## src/rtl/ipi_pkg.sv

```systemverilog
package ipi_pkg;

   localparam int unsigned WORD_W   = 32;
   localparam int unsigned OFS_W    = 7;
   localparam int unsigned VIEW_LSB = 12;
   localparam int unsigned CPUF_LSB = 7;
   localparam int unsigned CPUF_W   = 5;

   localparam logic [OFS_W-1:0] OFS_SEND = 7'h08;
   localparam logic [OFS_W-1:0] OFS_ACK  = 7'h0C;
   localparam logic [OFS_W-1:0] OFS_MSET = 7'h24;
   localparam logic [OFS_W-1:0] OFS_MCLR = 7'h28;

   localparam int unsigned REMOTE_BIT = 0;
   localparam int unsigned SELF_BIT   = 31;

   localparam logic [1:0] NUM_REMOTE = 2'd1;
   localparam logic [1:0] NUM_SELF   = 2'd2;

   localparam logic [3:0] WIN_LOCAL  = 4'h0;
   localparam logic [3:0] WIN_PERCPU = 4'h1;

   typedef enum logic [2:0] {
      CMD_NONE,
      CMD_SEND,
      CMD_ACK,
      CMD_MSET,
      CMD_MCLR
   } cmd_e;

endpackage

```

## src/rtl/ipi_addr_decode.sv

```systemverilog
module ipi_addr_decode
   import ipi_pkg::*;
#(
   parameter int unsigned NCPU   = 4,
   parameter int unsigned CPU_W  = 2,
   parameter int unsigned ADDR_W = 16
) (
   input  logic              wr_en,
   input  logic [CPU_W-1:0]  wr_cpu,
   input  logic [ADDR_W-1:0] wr_addr,
   output cmd_e              cmd,
   output logic [CPU_W-1:0]  tgt_cpu
);

   localparam int unsigned WIN_W = ADDR_W - VIEW_LSB;

   logic [WIN_W-1:0]  win;
   logic [CPUF_W-1:0] cpu_fld;
   logic [OFS_W-1:0]  ofs;
   logic              hit;

   assign win     = wr_addr[ADDR_W-1:VIEW_LSB];
   assign cpu_fld = wr_addr[CPUF_LSB +: CPUF_W];
   assign ofs     = wr_addr[OFS_W-1:0];

   always_comb begin
      hit     = 1'b0;
      tgt_cpu = '0;
      if (wr_en) begin
         if (win == WIN_W'(WIN_LOCAL)) begin
            if (cpu_fld == '0 && 32'(wr_cpu) < NCPU) begin
               hit     = 1'b1;
               tgt_cpu = wr_cpu;
            end
         end else if (win == WIN_W'(WIN_PERCPU)) begin
            if (32'(cpu_fld) < NCPU) begin
               hit     = 1'b1;
               tgt_cpu = CPU_W'(cpu_fld);
            end
         end
      end
   end

   always_comb begin
      cmd = CMD_NONE;
      if (hit) begin
         unique case (ofs)
            OFS_SEND: cmd = CMD_SEND;
            OFS_ACK:  cmd = CMD_ACK;
            OFS_MSET: cmd = CMD_MSET;
            OFS_MCLR: cmd = CMD_MCLR;
            default:  cmd = CMD_NONE;
         endcase
      end
   end

endmodule

```

## src/rtl/ipi_cpu_slice.sv

```systemverilog
module ipi_cpu_slice
   import ipi_pkg::*;
(
   input  logic       clk,
   input  logic       rst_n,
   input  logic       raise_r,
   input  logic       raise_s,
   input  logic       ack_r,
   input  logic       ack_s,
   input  logic       mset_r,
   input  logic       mset_s,
   input  logic       mclr_r,
   input  logic       mclr_s,
   input  logic       dlv,
   output logic       req,
   output logic [1:0] num
);

   logic pend_r, pend_s, mask_r, mask_s;
   logic live_r, live_s;
   logic take_r, take_s;

   assign live_r = pend_r & ~mask_r;
   assign live_s = pend_s & ~mask_s;
   assign req    = live_r | live_s;
   assign num    = live_r ? NUM_REMOTE : NUM_SELF;

   // delivery masks only the kind being presented
   assign take_r = dlv & live_r;
   assign take_s = dlv & ~live_r & live_s;

   always_ff @(posedge clk or negedge rst_n) begin
      if (!rst_n) begin
         pend_r <= 1'b0;
         pend_s <= 1'b0;
         mask_r <= 1'b1;
         mask_s <= 1'b1;
      end else begin
         pend_r <= raise_r | (pend_r & ~ack_r);
         pend_s <= raise_s | (pend_s & ~ack_s);
         mask_r <= take_r | mset_r | (mask_r & ~mclr_r);
         mask_s <= take_s | mset_s | (mask_s & ~mclr_s);
      end
   end

   p_send_sets_r2: assert property (@(posedge clk) disable iff (!rst_n)
      raise_r |=> pend_r);
   p_ack_clears_r4: assert property (@(posedge clk) disable iff (!rst_n)
      (ack_r && !raise_r) |=> !pend_r);
   p_unmask_r5: assert property (@(posedge clk) disable iff (!rst_n)
      (mclr_s && !mset_s && !dlv) |=> !mask_s);
   p_req_needs_pending_r6: assert property (@(posedge clk) disable iff (!rst_n)
      req |-> (pend_r || pend_s));
   p_delivery_masks_r7: assert property (@(posedge clk) disable iff (!rst_n)
      (dlv && live_r) |=> mask_r);
   p_delivery_keeps_pending_r7: assert property (@(posedge clk) disable iff (!rst_n)
      (dlv && pend_r && !ack_r) |=> pend_r);
   p_dlv_beats_clear_r8: assert property (@(posedge clk) disable iff (!rst_n)
      (dlv && live_r && mclr_r) |=> !live_r);

endmodule

```

## src/rtl/ipi_unit.sv

```systemverilog
module ipi_unit
   import ipi_pkg::*;
#(
   parameter int unsigned NCPU   = 4,
   parameter int unsigned ADDR_W = 16,
   localparam int unsigned CPU_W = (NCPU > 1) ? $clog2(NCPU) : 1
) (
   input  logic                clk,
   input  logic                rst_n,
   input  logic                wr_en,
   input  logic [CPU_W-1:0]    wr_cpu,
   input  logic [ADDR_W-1:0]   wr_addr,
   input  logic [WORD_W-1:0]   wr_data,
   input  logic [NCPU-1:0]     dlv,
   output logic [NCPU-1:0]     ev_req,
   output logic [2*NCPU-1:0]   ev_num
);

   generate
      if (NCPU < 1 || NCPU > SELF_BIT) begin : g_bad_ncpu
         $error("ipi_unit: NCPU must lie in 1..31");
      end
      if (ADDR_W < VIEW_LSB + 1) begin : g_bad_addr
         $error("ipi_unit: ADDR_W too small for the window field");
      end
   endgenerate

   cmd_e             cmd;
   logic [CPU_W-1:0] tgt_cpu;
   logic             unused_data;

   assign unused_data = ^wr_data;

   ipi_addr_decode #(
      .NCPU   (NCPU),
      .CPU_W  (CPU_W),
      .ADDR_W (ADDR_W)
   ) u_decode (
      .wr_en   (wr_en),
      .wr_cpu  (wr_cpu),
      .wr_addr (wr_addr),
      .cmd     (cmd),
      .tgt_cpu (tgt_cpu)
   );

   logic b_r, b_s;
   assign b_r = wr_data[REMOTE_BIT];
   assign b_s = wr_data[SELF_BIT];

   for (genvar k = 0; k < NCPU; k++) begin : g_cpu
      logic mine;
      assign mine = (tgt_cpu == CPU_W'(k));

      ipi_cpu_slice u_slice (
         .clk     (clk),
         .rst_n   (rst_n),
         .raise_r (cmd == CMD_SEND && wr_data[k]),
         .raise_s (cmd == CMD_SEND && mine && b_s),
         .ack_r   (cmd == CMD_ACK  && mine && b_r),
         .ack_s   (cmd == CMD_ACK  && mine && b_s),
         .mset_r  (cmd == CMD_MSET && mine && b_r),
         .mset_s  (cmd == CMD_MSET && mine && b_s),
         .mclr_r  (cmd == CMD_MCLR && mine && b_r),
         .mclr_s  (cmd == CMD_MCLR && mine && b_s),
         .dlv     (dlv[k]),
         .req     (ev_req[k]),
         .num     (ev_num[2*k +: 2])
      );

      p_self_local_r3: assert property (@(posedge clk) disable iff (!rst_n)
         (cmd == CMD_SEND && b_s && !mine && !ev_req[k]) |=> !ev_req[k] || $past(wr_data[k]));
   end

   p_cmd_onehot_r9: assert property (@(posedge clk) disable iff (!rst_n)
      (cmd != CMD_NONE) |-> wr_en);
   p_num_legal_r6: assert property (@(posedge clk) disable iff (!rst_n)
      ev_req[0] |-> (ev_num[1:0] == NUM_REMOTE || ev_num[1:0] == NUM_SELF));

endmodule

```

## config.mk

```make
export PLATFORM = sky130hd
export DESIGN_NAME = ipi_unit
export DESIGN_NICKNAME = d
export VERILOG_FILES = /design/src/rtl/ipi_pkg.sv /design/src/rtl/ipi_addr_decode.sv /design/src/rtl/ipi_cpu_slice.sv /design/src/rtl/ipi_unit.sv
export SDC_FILE = /design/constraint.sdc
export NUM_CORES = 1
export LEC_CHECK = 0
export ABC_AREA = 0
export BUFFER_PORTS_ARGS = -buffer_cell sky130_fd_sc_hd__buf_4
export CAP_MARGIN = 40
export CORE_ASPECT_RATIO = 0.9
export CORE_MARGIN = 3
export CORE_UTILIZATION = 31
export CTS_CLUSTER_SIZE = 20
export DETAILED_ROUTE_END_ITERATION = 8
export GPL_ROUTABILITY_DRIVEN = 1
export SLEW_MARGIN = 5
export SYNTH_ARGS = -nofsm -noshare
export SYNTH_HDL_FRONTEND = slang
export SYNTH_SLANG_ARGS = --single-unit
```

## constraint.sdc

```tcl
create_clock -name clk -period 1.4 [get_ports clk]
set_input_delay 0.21 -clock clk [delete_from_list [all_inputs] [get_ports clk]]
set_output_delay 0.21 -clock clk [all_outputs]
set_load 0.03 [all_outputs]
```

Yosys cells after proc, flatten, opt, wreduce, memory -nomap -nowiden
Cells that the tools add are included.
{"block": "op_classes", "magnitude_cmp": 1, "bitwise_logic": 92, "n_div": 0, "shift": 0, "n_reduce_logical": 51, "n_mul": 0, "n_mux": 16, "eq_ne": 12, "add_sub_neg": 0}
{"cell": "logical AND 1 bit", "n": 48}
{"cell": "AND 1 bit", "n": 36}
{"cell": "NOT 1 bit", "n": 28}
{"cell": "OR 1 bit", "n": 28}
{"cell": "two-way mux 2 bit", "n": 9}
{"cell": "== test 7 x 4 -> 1 bit, second input constant", "n": 2}
{"cell": "== test 7 x 6 -> 1 bit, second input constant", "n": 2}
{"cell": "one-hot mux 3 bit (4 select lines)", "n": 1}
{"cell": "== test 3 x 2 -> 1 bit, second input constant", "n": 2}
{"cell": "logical NOT 5 bit", "n": 1}
{"cell": "< comparator 5 x 3 -> 1 bit, second input constant", "n": 1}
{"cell": "two-way mux 1 bit", "n": 5}
{"cell": "== test 2 bit, second input constant", "n": 2}
{"cell": "== test 4 x 1 -> 1 bit, second input constant", "n": 1}
{"cell": "logical NOT 4 bit", "n": 1}
{"cell": "== test 3 x 1 -> 1 bit, second input constant", "n": 1}
{"cell": "== test 3 bit, second input constant", "n": 1}
{"cell": "two-way mux 3 bit", "n": 1}
{"cell": "== test 2 x 1 -> 1 bit, second input constant", "n": 1}
{"cell": "logical NOT 2 bit", "n": 1}
{"block": "totals", "word_cells": 188, "ram_bits": 0, "inputBits": 57, "output_inout_bits": 12, "mem_bits_ro": 0, "ff_bits": 16, "latchBits": 0, "mem_count": 0}

Longest topological paths before layout
Gate-level depths: netlist (run 1).
{"block": "logic_depth", "word_depth": 12, "mapped_depth": 5, "depth_no_buf": 4}

Hierarchy
From an unflattened synthesis (run 1), not the netlist that was laid out.
{"block": "hier_totals", "cells_unflattened": 145, "area_unflattened_um2": 1251.2}
{"mod": "ipi_cpu_slice", "area_per_inst_um2": 203.9, "seq_area_each_um2": 102.6, "cells_each": 19, "instances": 4}
{"mod": "ipi_unit", "area_per_inst_um2": 282.8, "seq_area_each_um2": 0.0, "cells_each": 50, "instances": 1}
{"mod": "ipi_addr_decode", "area_per_inst_um2": 152.6, "seq_area_each_um2": 0.0, "cells_each": 19, "instances": 1}

Worst setup path before layout (run 1)
OpenSTA, ideal clock, no wires.
{"block": "synth_timing", "path_kind": "input -> register", "from": "input wr_addr[4]", "to": "register g_cpu[0].u_slice.pend_r", "path_stages": 4, "path_buffers": 0, "arrival_time_ns": 1.560, "setup_ns": 0.064, "required_time_ns": 1.336, "setup_slack_ns": -0.223, "cell_sequence": "or4_4 -> nor4_4 -> and3b_2 -> a22o_2"}
{"block": "synth_between", "elab_chain_cells": 9, "elab_cells_between_ends": 14, "cone_classes": "6 x eq/ne; 2 x mux; 3 x bitwise; 3 x reduce/logical"}
{"item": "from (decl)", "line": "ipi_unit.sv:12", "rtl": "input logic [ADDR_W-1:0] wr_addr,"}
{"item": "== test 7 x 6 -> 1 bit or == test 7 x 4 -> 1 bit (tied branches)", "line": "ipi_addr_decode.sv:47", "rtl": "unique case (ofs)"}
{"item": "one-hot mux 3 bit (4 select lines) *", "line": "ipi_addr_decode.sv:47"}
{"item": "two-way mux 3 bit *", "line": "ipi_addr_decode.sv:46", "rtl": "if (hit) begin"}
{"item": "== test 3 x 2 -> 1 bit", "line": "ipi_unit.sv:59", "rtl": ".ack_r (cmd == CMD_ACK && mine && b_r),"}
{"item": "logical AND 1 bit (2 in a row)", "line": "ipi_unit.sv:59"}
{"item": "NOT 1 bit", "line": "ipi_cpu_slice.sv:39", "rtl": "pend_r <= raise_r | (pend_r & ~ack_r);"}
{"item": "AND 1 bit", "line": "ipi_cpu_slice.sv:39"}
{"item": "OR 1 bit *", "line": "ipi_cpu_slice.sv:39"}
{"item": "to (signal assigned)", "line": "ipi_cpu_slice.sv:39"}
{"item": "to (decl)", "line": "ipi_cpu_slice.sv:19", "rtl": "logic pend_r, pend_s, mask_r, mask_s;"}
Mark *: on every way between the ends. The rest lies on a longest branch, timed or not.

Worst setup path in the final report (run 1)
{"block": "layout_timing", "from": "input wr_addr[4]", "to": "register g_cpu[3].u_slice.pend_r"}
{"block": "layout_between", "elab_chain_cells": 9, "elab_cells_between_ends": 14, "cone_classes": "6 x eq/ne; 2 x mux; 3 x bitwise; 3 x reduce/logical"}
{"item": "== test 7 x 6 -> 1 bit or == test 7 x 4 -> 1 bit (tied branches)", "line": "ipi_addr_decode.sv:47"}
{"item": "one-hot mux 3 bit (4 select lines) *", "line": "ipi_addr_decode.sv:47"}
{"item": "two-way mux 3 bit *", "line": "ipi_addr_decode.sv:46"}
{"item": "== test 3 x 2 -> 1 bit", "line": "ipi_unit.sv:59"}
{"item": "logical AND 1 bit (2 in a row)", "line": "ipi_unit.sv:59"}
{"item": "NOT 1 bit", "line": "ipi_cpu_slice.sv:39"}
{"item": "AND 1 bit", "line": "ipi_cpu_slice.sv:39"}
{"item": "OR 1 bit *", "line": "ipi_cpu_slice.sv:39"}
{"item": "to (signal assigned)", "line": "ipi_cpu_slice.sv:39"}
{"item": "to (decl)", "line": "ipi_cpu_slice.sv:19"}
Marked as above.

==> impl_metrics.ini, run 1 <==
[status]
status = finished with violations
violations = setup timing

[placement]
io_buffers = 41
gp_congestion = 0.7435
hpwl_um = 2444
post-place-ws_ns = -0.4181
dp_cells = 204

[yosys]
synth-edff-count = 0
synth-seq-cells = 16
ys.flop_type = dfstp_2
synth_area_leaders = dfstp_2, dfrtp_1, nand3_1
synth.most_common_cell = nand3_1
syn_area_per_cell_um2 = 9.464
synth-xor-area-share_pct = 0
synthesis.instances = 117
synthArstFlopShare_pct = 100.0
synth-compound-area-share_pct = 18.76
synth_warnings = 0
netlist_top_cells_count = nand3_1, inv_1, buf_4, dfrtp_1, dfstp_2
syn-num-nets = 174
syn_area_um2 = 1107
synth_cell_type_count = 33
synthSimpleGateAreaFrac_pct = 31.41
synth_top_area_cell = dfstp_2
yosys.area.top_type_share_pct = 18.98
synthMuxAreaShare_pct = 3.616
synth_fa_ha_area_share_pct = 0
synth_top_family_by_area = simple AND/OR/NAND/NOR gates
seq_area_frac_synth_pct = 37.06

[worst_hold_path]
hp-class = in2reg

[cts]
clkTransAtPathRegs_ns = 0.07
ctsHtreeMaxLevel = 1
cts_tree = built
cts_root_buf = clkbuf_8
clock_latency_ns = 0.25
cts_buffers = 3
clock_sinks = 16
cts_max_path_buffers = 2

[floorplan]
die_height_um = 62.70
rows = 19
fp.dieW_um = 69
initial_core_util_pct = 34.25
die_area_um2 = 4326
fp.coreArea_um2 = 3233
ios = 69

[critical_path]
crit_path_end_kind = register
cp_data_required_time_ns = 1.60
crit_path_start_kind = input port
worst-setup-path-type = in2reg
cp_cell_sequence = buf_6, or4_4, nor4_4, buf_4, and3b_2, a22o_2
critPathMaxStageDelay_ns = 0.56
crit_fanout = 7
slowest_stage = or4_4
cp.arrival_ns = 1.68

[routing]
wl_um = 3108
postRouteAntennaNets = 0
drt_first_pass_iters = 4
drcViolationCount = 0
drtIter0Drc = 29
wl_per_cell_um = 14.59
routed-via-count = 1105
viasPerCell = 5.188

[pwr]
power_density_nw_per_um2 = 679.3
total_leakage_power_uw = 0.0007880
ir_drop_mv = 0.3526

[timing]
setup_slack_ns = -0.07999
clock-skew-final_ns = 0.0008769
rsz0062_at_grt = yes
period_minus_slack_ns = 1.480
finalCritPeriodShare_pct = 105.7
final-setup-viol-count = 14
slew_viol_final = 0
worstMarginPinSlew_ns = 0.2847
final_hold_viol_count = 0
max-slew-margin-rel_pct = 80.76
fmax_mhz = 675.7

[global_routing]
grt.total_usage_pct = 15.14
antenna_found_initial = 0
grt_pass1_vias = 1131
overflow = 0
grt_max_degree = 17
grt_pass1_wl_um = 5292

[final_layout]
fin_cells = 213
area_delta_synth_final_pct = 50.62
final_nets = 229
drive_gt1_share_pct = 53.22
n_antenna_cell = 0

[flow_run]
maxCapViolCount = 0
==> critical path, delay by kind of cell <==
kind	cells	cell delay [ns]
simple gates	3	1.06
buf+inv	2	0.27
compound gates	1	0.15
==> report_power, final <==
part	internal (uW)	switching, uW
combinational	118	102
sequential	480	7.27
clock	250	175
total	848	285
==> worst paths after layout <==
kind | startpoint | to | slack, ns | cells past startpoint
max | wr_addr[4] | g_cpu[3].u_slice.pend_r$_DFF_PN0_ | -0.08 | 6
min | wr_data[1] | g_cpu[1].u_slice.pend_r$_DFF_PN0_ | 0.18 | 2
max reg2reg | g_cpu[0].u_slice.mask_r$_DFF_PN1_ | g_cpu[0].u_slice.mask_r$_DFF_PN1_ | 0.16 | 4
min reg2reg | g_cpu[3].u_slice.mask_r$_DFF_PN1_ | g_cpu[3].u_slice.mask_r$_DFF_PN1_ | 0.54 | 2
max in group asynchronous | rst_n | g_cpu[0].u_slice.mask_s$_DFF_PN1_ | 0.80 | 2
min in group asynchronous | rst_n | g_cpu[2].u_slice.pend_r$_DFF_PN0_ | 0.35 | 2
==> layer usage <==
layer	track usage (%)	vias up	wire length, um
met1	19.45	513	1422
met2	24.17	37	1464
met5	0	-	0
met4	8.049	0	70
li1	-	551	-
met3	2.572	4	150
==> registers in the layout (all words and copies together), names as in the netlist <==
signal and count:
g_cpu.u_slice.mask_s 4, g_cpu.u_slice.pend_r 4, g_cpu.u_slice.mask_r 4, g_cpu.u_slice.pend_s 4
==> logic make-up after synthesis <==
group           count (synthesis)
compound gates                 27
flops                          16
buf+inv                        19
mux                             4
simple gates                   51
==> area by class of cell <==
type                    count  area (um2)
multi-input cells          82       655.6
fillers                   326        1565
clock buffers               4       55.05
flip-flops and latches     16       410.4
well taps                  42       52.55
inverters                  10       37.54
repair buffers             59       456.7
==> placed cells by master, fill, tap and decap left out, types with 3 or more instances in the layout <==
cell type,synthesis,routed
a221o_1,3,3
inv_1,10,10
nand2b_1,7,4
o21ai_1,0,4
o31ai_1,3,3
a21oi_1,3,3
dfstp_2,8,8
nand4_1,4,4
nand3_1,13,10
nand3b_1,4,4
clkbuf_8,0,4
nor4b_1,3,3
a22o_2,4,4
and3_1,4,3
nand3_2,0,3
nand2b_4,0,3
buf_4,8,55
a32oi_1,3,3
mux2i_1,4,4
dfrtp_1,8,8
buf_6,0,3
==> what timing repair did <==
item	CTS	global route
gates resized for setup	9	9
pin swaps	6	3
endpoints found under the setup margin	19	21
hold buffers	1	0
setup buffers	1	3
hold endpoints to repair	8	0
==> per-stage QoR <==
step | util, % | setup TNS [ns] | total power (uW) | area, um2 | hold slack [ns]
2_1_floorplan | - | -1.475 | 580.8 | 1120 | -0.08559
6_report | 51.59 | -0.6568 | 1133 | 1668 | 0.1811
3_3_place_gp | 46.83 | -5.558 | 701.6 | 1514 | 0.08696
4_1_cts | 50.23 | -0.3926 | 1137 | 1624 | 0.1785
3_5_place_dp | 46.83 | -5.576 | 705.8 | 1514 | 0.08589
5_1_grt | 51.59 | -1.418 | 1175 | 1668 | 0.1876
(Power assumes the default switching activity.)
==> inputs of run 2 (changes only) <==
- SYNTH_HIERARCHICAL: default -> 1
==> impl_metrics.ini, run 2 <==
[critical_path]
ff2ff_path_depth = 3
regToRegSetupSlack_ns = 0.32
critPathMaxStageDelay_ns = 0.33
crit_fanout = 4
slowest_stage = nor4b_4
worst-setup-path-type = in2reg
crit_path_start_kind = input port
reg2reg_to = g_cpu[0].u_slice/mask_s$_DFF_PN1_
crit_path_end_kind = register
cp_cell_sequence = buf_6, nor4b_4, nand4_4, nor3_4, nand4bb_1, buf_6, nor3_4, nand2b_4, o311ai_4
r2r-start = g_cpu[0].u_slice/mask_r$_DFF_PN1_
critPathTopFamily = simple AND/OR/NAND/NOR gates
path_buf_inv = 2
cp_data_required_time_ns = 1.57
cp.arrival_ns = 1.77

[timing]
max-slew-margin-rel_pct = 81.24
clock-skew-final_ns = 0.003328
holdWs_ns = 0.2189
final-setup-viol-count = 16
rsz0062_at_grt = yes
finalCritPeriodShare_pct = 114.2
period_minus_slack_ns = 1.599
setup_slack_ns = -0.1986
final_hold_viol_count = 0
worstMarginPinSlew_ns = 0.2802
fmax_mhz = 625.5
slew_viol_final = 0

[global_routing]
grt.total_usage_pct = 14.54
grt_pass1_wl_um = 5506
grt_pass1_vias = 1198
grt_max_degree = 17
overflow = 0
antenna_found_initial = 0

[worst_hold_path]
hp-start = dlv[2]
hp-class = in2reg
hold_depth = 3
whs_endpoint = g_cpu[2].u_slice/mask_s$_DFF_PN1_

[yosys]
synthesis.instances = 145
ys.flop_type = dfstp_2
synth_warnings = 6
synth_cell_type_count = 29
synth-seq-cells = 16
seq_area_frac_synth_pct = 32.80
synthArstFlopShare_pct = 100.0
yosys.area.top_type_share_pct = 16.80
netlist_top_cells_count = nor2_1, inv_1, nand2_1
syn_area_um2 = 1251
synth.most_common_cell = nor2_1
syn-num-nets = 202
syn_area_per_cell_um2 = 8.629
synth-edff-count = 0
synth_top_area_cell = dfstp_2
synth_area_leaders = dfstp_2, dfrtp_1, nor2_1

[floorplan]
die_height_um = 66.27
fp.coreArea_um2 = 3810
rows = 21
die_area_um2 = 4835
ios = 69
initial_core_util_pct = 32.84
fp.dieW_um = 72.97

[status]
violations = setup timing
status = finished with violations

[final_layout]
final_common_cell = buf_4
multi_input_area_um2 = 809.5
n_antenna_cell = 0
drive_gt1_share_pct = 48.29
stdcell_area_um2 = 1891
fillers = 348
final_nets = 263
mostFrequentLayoutCells = buf_4, nor2_1, inv_1
ff_latch_area_um2 = 410.4
fin_cells = 251
area_delta_synth_final_pct = 51.10

[placement]
gp_congestion = 0.8723
dp_cells = 237
placed_area_um2 = 1662
io_buffers = 41
hpwl_um = 2559

[routing]
postRouteAntennaNets = 0
routed-via-count = 1217
drtIter0Drc = 18
wl_per_cell_um = 13.20
viasPerCell = 4.849
drcViolationCount = 0
wl_um = 3312
drt_first_pass_iters = 4

[flow_run]
maxCapViolCount = 0

[pwr]
total_leakage_power_uw = 0.0008811
power_density_nw_per_um2 = 607.8
fin_total_pwr_uw = 1149
ir_drop_mv = 0.2827

[cts]
cts_tree = built
cts_max_path_buffers = 2
cts_buffers = 3
clkTransAtPathRegs_ns = 0.07
ctsHtreeMaxLevel = 1
clock_latency_ns = 0.25
clock_sinks = 16
cts_root_buf = clkbuf_8
-- run 2: power breakdown --
| group | switching [uW] | internal, uW | total, uW |
|---|---|---|---|
| clock network | 168 | 250 | 417 |
| registers | 17.4 | 490 | 507 |
| logic | 101 | 124 | 225 |
| total | 286 | 863 | 1150 |
-- run 2: routing by layer --
metal	track usage [%]	up-vias	part of all wire [%]
met1	17.98	572	43
met2	24.89	32	50
met5	0	-	0
li1	-	607	-
met3	4.255	6	5.5
met4	2.995	0	0.85
-- run 2: what timing repair did --
item / 4_1_cts / 5_1_grt
hold endpoints to repair: 8 / 0
buffers inserted: 2 / 7
pin swaps: 6 / 6
gates resized for setup: 7 / 14
endpoints found under the setup margin: 16 / 20
hold buffers: 1 / 0
-- run 2: metrics by stage --
step                      TNS, ns  setup WS [ns]  util, %
after floorplan            -2.462        -0.2109        -
after global placement     -5.366        -0.4084    43.61
after detailed placement   -6.197        -0.4785    43.61
after CTS                  -1.919        -0.2005    46.54
after global routing       -3.694        -0.3144    49.62
final                      -1.916        -0.1986    49.62
-- run 2: kinds of logic (layout without fill, tap and decap cells) --
| kind of cell | Yosys count | in the layout | synth area share (%) |
|---|---|---|---|
| and+or+nand+nor | 76 | 76 | 38.20 |
| AOI/OAI and AO/OA | 26 | 26 | 17.70 |
| buffers and inverters | 24 | 84 | 9.000 |
| DFF | 16 | 16 | 32.80 |
| muxes | 2 | 2 | 1.600 |
| xor gates and xnor gates | 1 | 1 | 0.7001 |
-- run 2: area by class of cell --
cell class	instances	area share, %
clock buffer	4	2.912
inverter	16	3.177
multi-input combinational	105	42.82
sequential	16	21.71
tap	46	3.044
timing repair buffer	64	26.34
-- run 2: how the worst max path moves through the flow --
stage	slack [ns]	startpoint	depth (start not counted)	to
finish	-0.20	wr_addr[14]	9	g_cpu[0].u_slice/mask_s$_DFF_PN1_
global route	-0.31	wr_addr[14]	9	g_cpu[3].u_slice/mask_s$_DFF_PN1_
CTS	-0.20	wr_addr[13]	8	g_cpu[3].u_slice/mask_s$_DFF_PN1_
detailed placement	-0.48	wr_addr[15]	8	g_cpu[0].u_slice/mask_s$_DFF_PN1_
global placement	-0.41	wr_addr[15]	8	g_cpu[0].u_slice/mask_s$_DFF_PN1_
floorplan	-0.21	wr_addr[15]	8	g_cpu[0].u_slice/mask_s$_DFF_PN1_
-- run 2: worst min-delay path, stage by stage --
cell and delay, ns:
buf_4 0.11, nand2_1 0.07, o311ai_2 0.08
==> inputs of run 3 (changes only) <==
- CORE_UTILIZATION: 31 -> 44
- PLACE_DENSITY: default -> 0.79
==> impl_metrics.ini, run 3 (synthesis results as in run 2) <==
[final_layout]
n_antenna_cell = 0
stdcell_area_um2 = 2082
area_delta_synth_final_pct = 66.40
final_common_cell = buf_4
final_nets = 273
fillers = 161
drive_gt1_share_pct = 60.00
mostFrequentLayoutCells = buf_4, nor2_1, nand2_1, inv_1, a21o_1

[pwr]
pwr-share-comb_pct = 22.4
p_sw_share_pct = 27.14
clockPowerShare_pct = 29.8
seqPwrFrac_pct = 47.9
ir_drop_mv = 0.5304
power_density_nw_per_um2 = 508.8
total_leakage_power_uw = 0.0009570
internal_power_uw = 771.7
p_sw_uw = 287.5

[cts]
clkTransAtPathRegs_ns = 0.10
ctsHtreeMaxLevel = 1
cts_max_path_buffers = 2
cts_buffers = 3
clock_sinks = 16
clock_latency_ns = 0.30
cts_tree = built
cts_root_buf = clkbuf_4

[timing]
finalCritPeriodShare_pct = 122.7
slew_viol_final = 0
final-setup-viol-count = 17
worstMarginPinSlew_ns = 0.2864
setup_slack_ns = -0.3181
fmax_mhz = 582.1
period_minus_slack_ns = 1.718
fin_setup_tns_ns = -3.249
rsz0062_at_grt = yes
final_hold_viol_count = 0
clock-skew-final_ns = 0.005931
max-slew-margin-rel_pct = 80.86

[global_routing]
grt_pass1_wl_um = 6058
overflow = 0
grt.total_usage_pct = 21.01
grt_max_degree = 17
grt_pass1_vias = 1298
antenna_found_initial = 0

[routing]
viasPerCell = 5.490
routed-via-count = 1389
drcViolationCount = 0
postRouteAntennaNets = 0
wl_per_cell_um = 18.44
wl_um = 4666
drtIter0Drc = 67
drt_first_pass_iters = 4

[critical_path]
crit_path_end_kind = register
crit_path_start_kind = input port
slowest_stage = nor4_4
cp_data_required_time_ns = 1.64
worst-setup-path-type = in2reg
crit_fanout = 5
critPathMaxStageDelay_ns = 0.32
cp_cell_sequence = buf_4, nor4_4, nand4_4, buf_4, a21oi_4, nand4b_1, buf_4, nor2_1, a21o_1
cp.arrival_ns = 1.96
critPathMostFrequentCell = buf_4

[placement]
io_buffers = 41
placed_area_um2 = 1644
hpwl_um = 2485
post-place-ws_ns = -0.4761
gp_congestion = 0.8274

[floorplan]
ios = 69
fp.coreArea_um2 = 2574
rows = 17
fp.dieW_um = 62.21
die_height_um = 56.59
die_area_um2 = 3520
initial_core_util_pct = 48.61

[worst_hold_path]
hp-class = in2reg

[flow_run]
maxCapViolCount = 0

[status]
violations = setup timing
status = finished with violations
run 3: cell type report:
class	count	area [um2]	share of cell area, %
multi-input cells	105	935.9	44.95
well taps	38	47.55	2.284
clock buffers	4	36.28	1.743
repair buffers	74	591.8	28.43
inverters	16	60.06	2.885
flip-flops and latches	16	410.4	19.71
run 3: metal layers:
metal / share of wire, % / vias up / wire length [um] / global-route usage [%]
met5: 0 / - / 0 / 0
met2: 52 / 58 / 2418 / 38.96
met4: 2.4 / 0 / 114 / 4.101
li1: - / 629 / - / -
met1: 41 / 690 / 1896 / 24.66
met3: 5.1 / 12 / 236 / 5.200
run 3: path summary, 6_finish.rpt:
check                                                  startpoint                                end  slack [ns]  cells past startpoint
worst max-delay path                                   wr_addr[4]  g_cpu[2].u_slice/mask_r$_DFF_PN1_       -0.32                      9
worst min-delay path                                       dlv[1]  g_cpu[1].u_slice/mask_s$_DFF_PN1_        0.18                      3
worst max register to register  g_cpu[2].u_slice/mask_r$_DFF_PN1_  g_cpu[2].u_slice/mask_s$_DFF_PN1_        0.28                      3
worst min register to register  g_cpu[0].u_slice/pend_r$_DFF_PN0_  g_cpu[0].u_slice/pend_r$_DFF_PN0_        0.52                      1
max in group asynchronous                                   rst_n  g_cpu[3].u_slice/mask_r$_DFF_PN1_        0.83                      2
min in group asynchronous                                   rst_n  g_cpu[0].u_slice/pend_r$_DFF_PN0_        0.31                      2
run 3: timing repair:
item                       4_1_cts  5_1_grt
setup endpoints to repair       20       20
pin swaps                        8       10
gates cloned                     0        0
buffers inserted                10       10
resized for setup               27       19
hold buffers                     1        0
hold endpoints to repair        16        0
run 3: power groups by stage:
stage / logic, uW / clock network, uW / registers [uW]
finish: 237 / 316 / 507
global route: 252 / 350 / 509
CTS: 220 / 321 / 504
detailed placement: 195 / 0 / 514
global placement: 190 / 0 / 512
floorplan: 82.5 / 0 / 510
run 3: worst max-delay path: cells and delay by family:
family                 cells  cell delay, ns
AOI/OAI and AO/OA          2            0.35
buffers and inverters      3            0.52
and+or+nand+nor            4            0.86
run 3: per-stage QoR:
stage | power, uW | hold WS [ns] | util [%] | cells
floorplan | 592.3 | -0.08559 | - | 145
global placement | 702.3 | 0.07927 | 63.88 | 228
detailed placement | 709.1 | 0.08212 | 63.88 | 228
CTS | 1046 | 0.1696 | 74.19 | 243
global route | 1111 | 0.1829 | 80.89 | 253
finish | 1059 | 0.1754 | 80.89 | 253
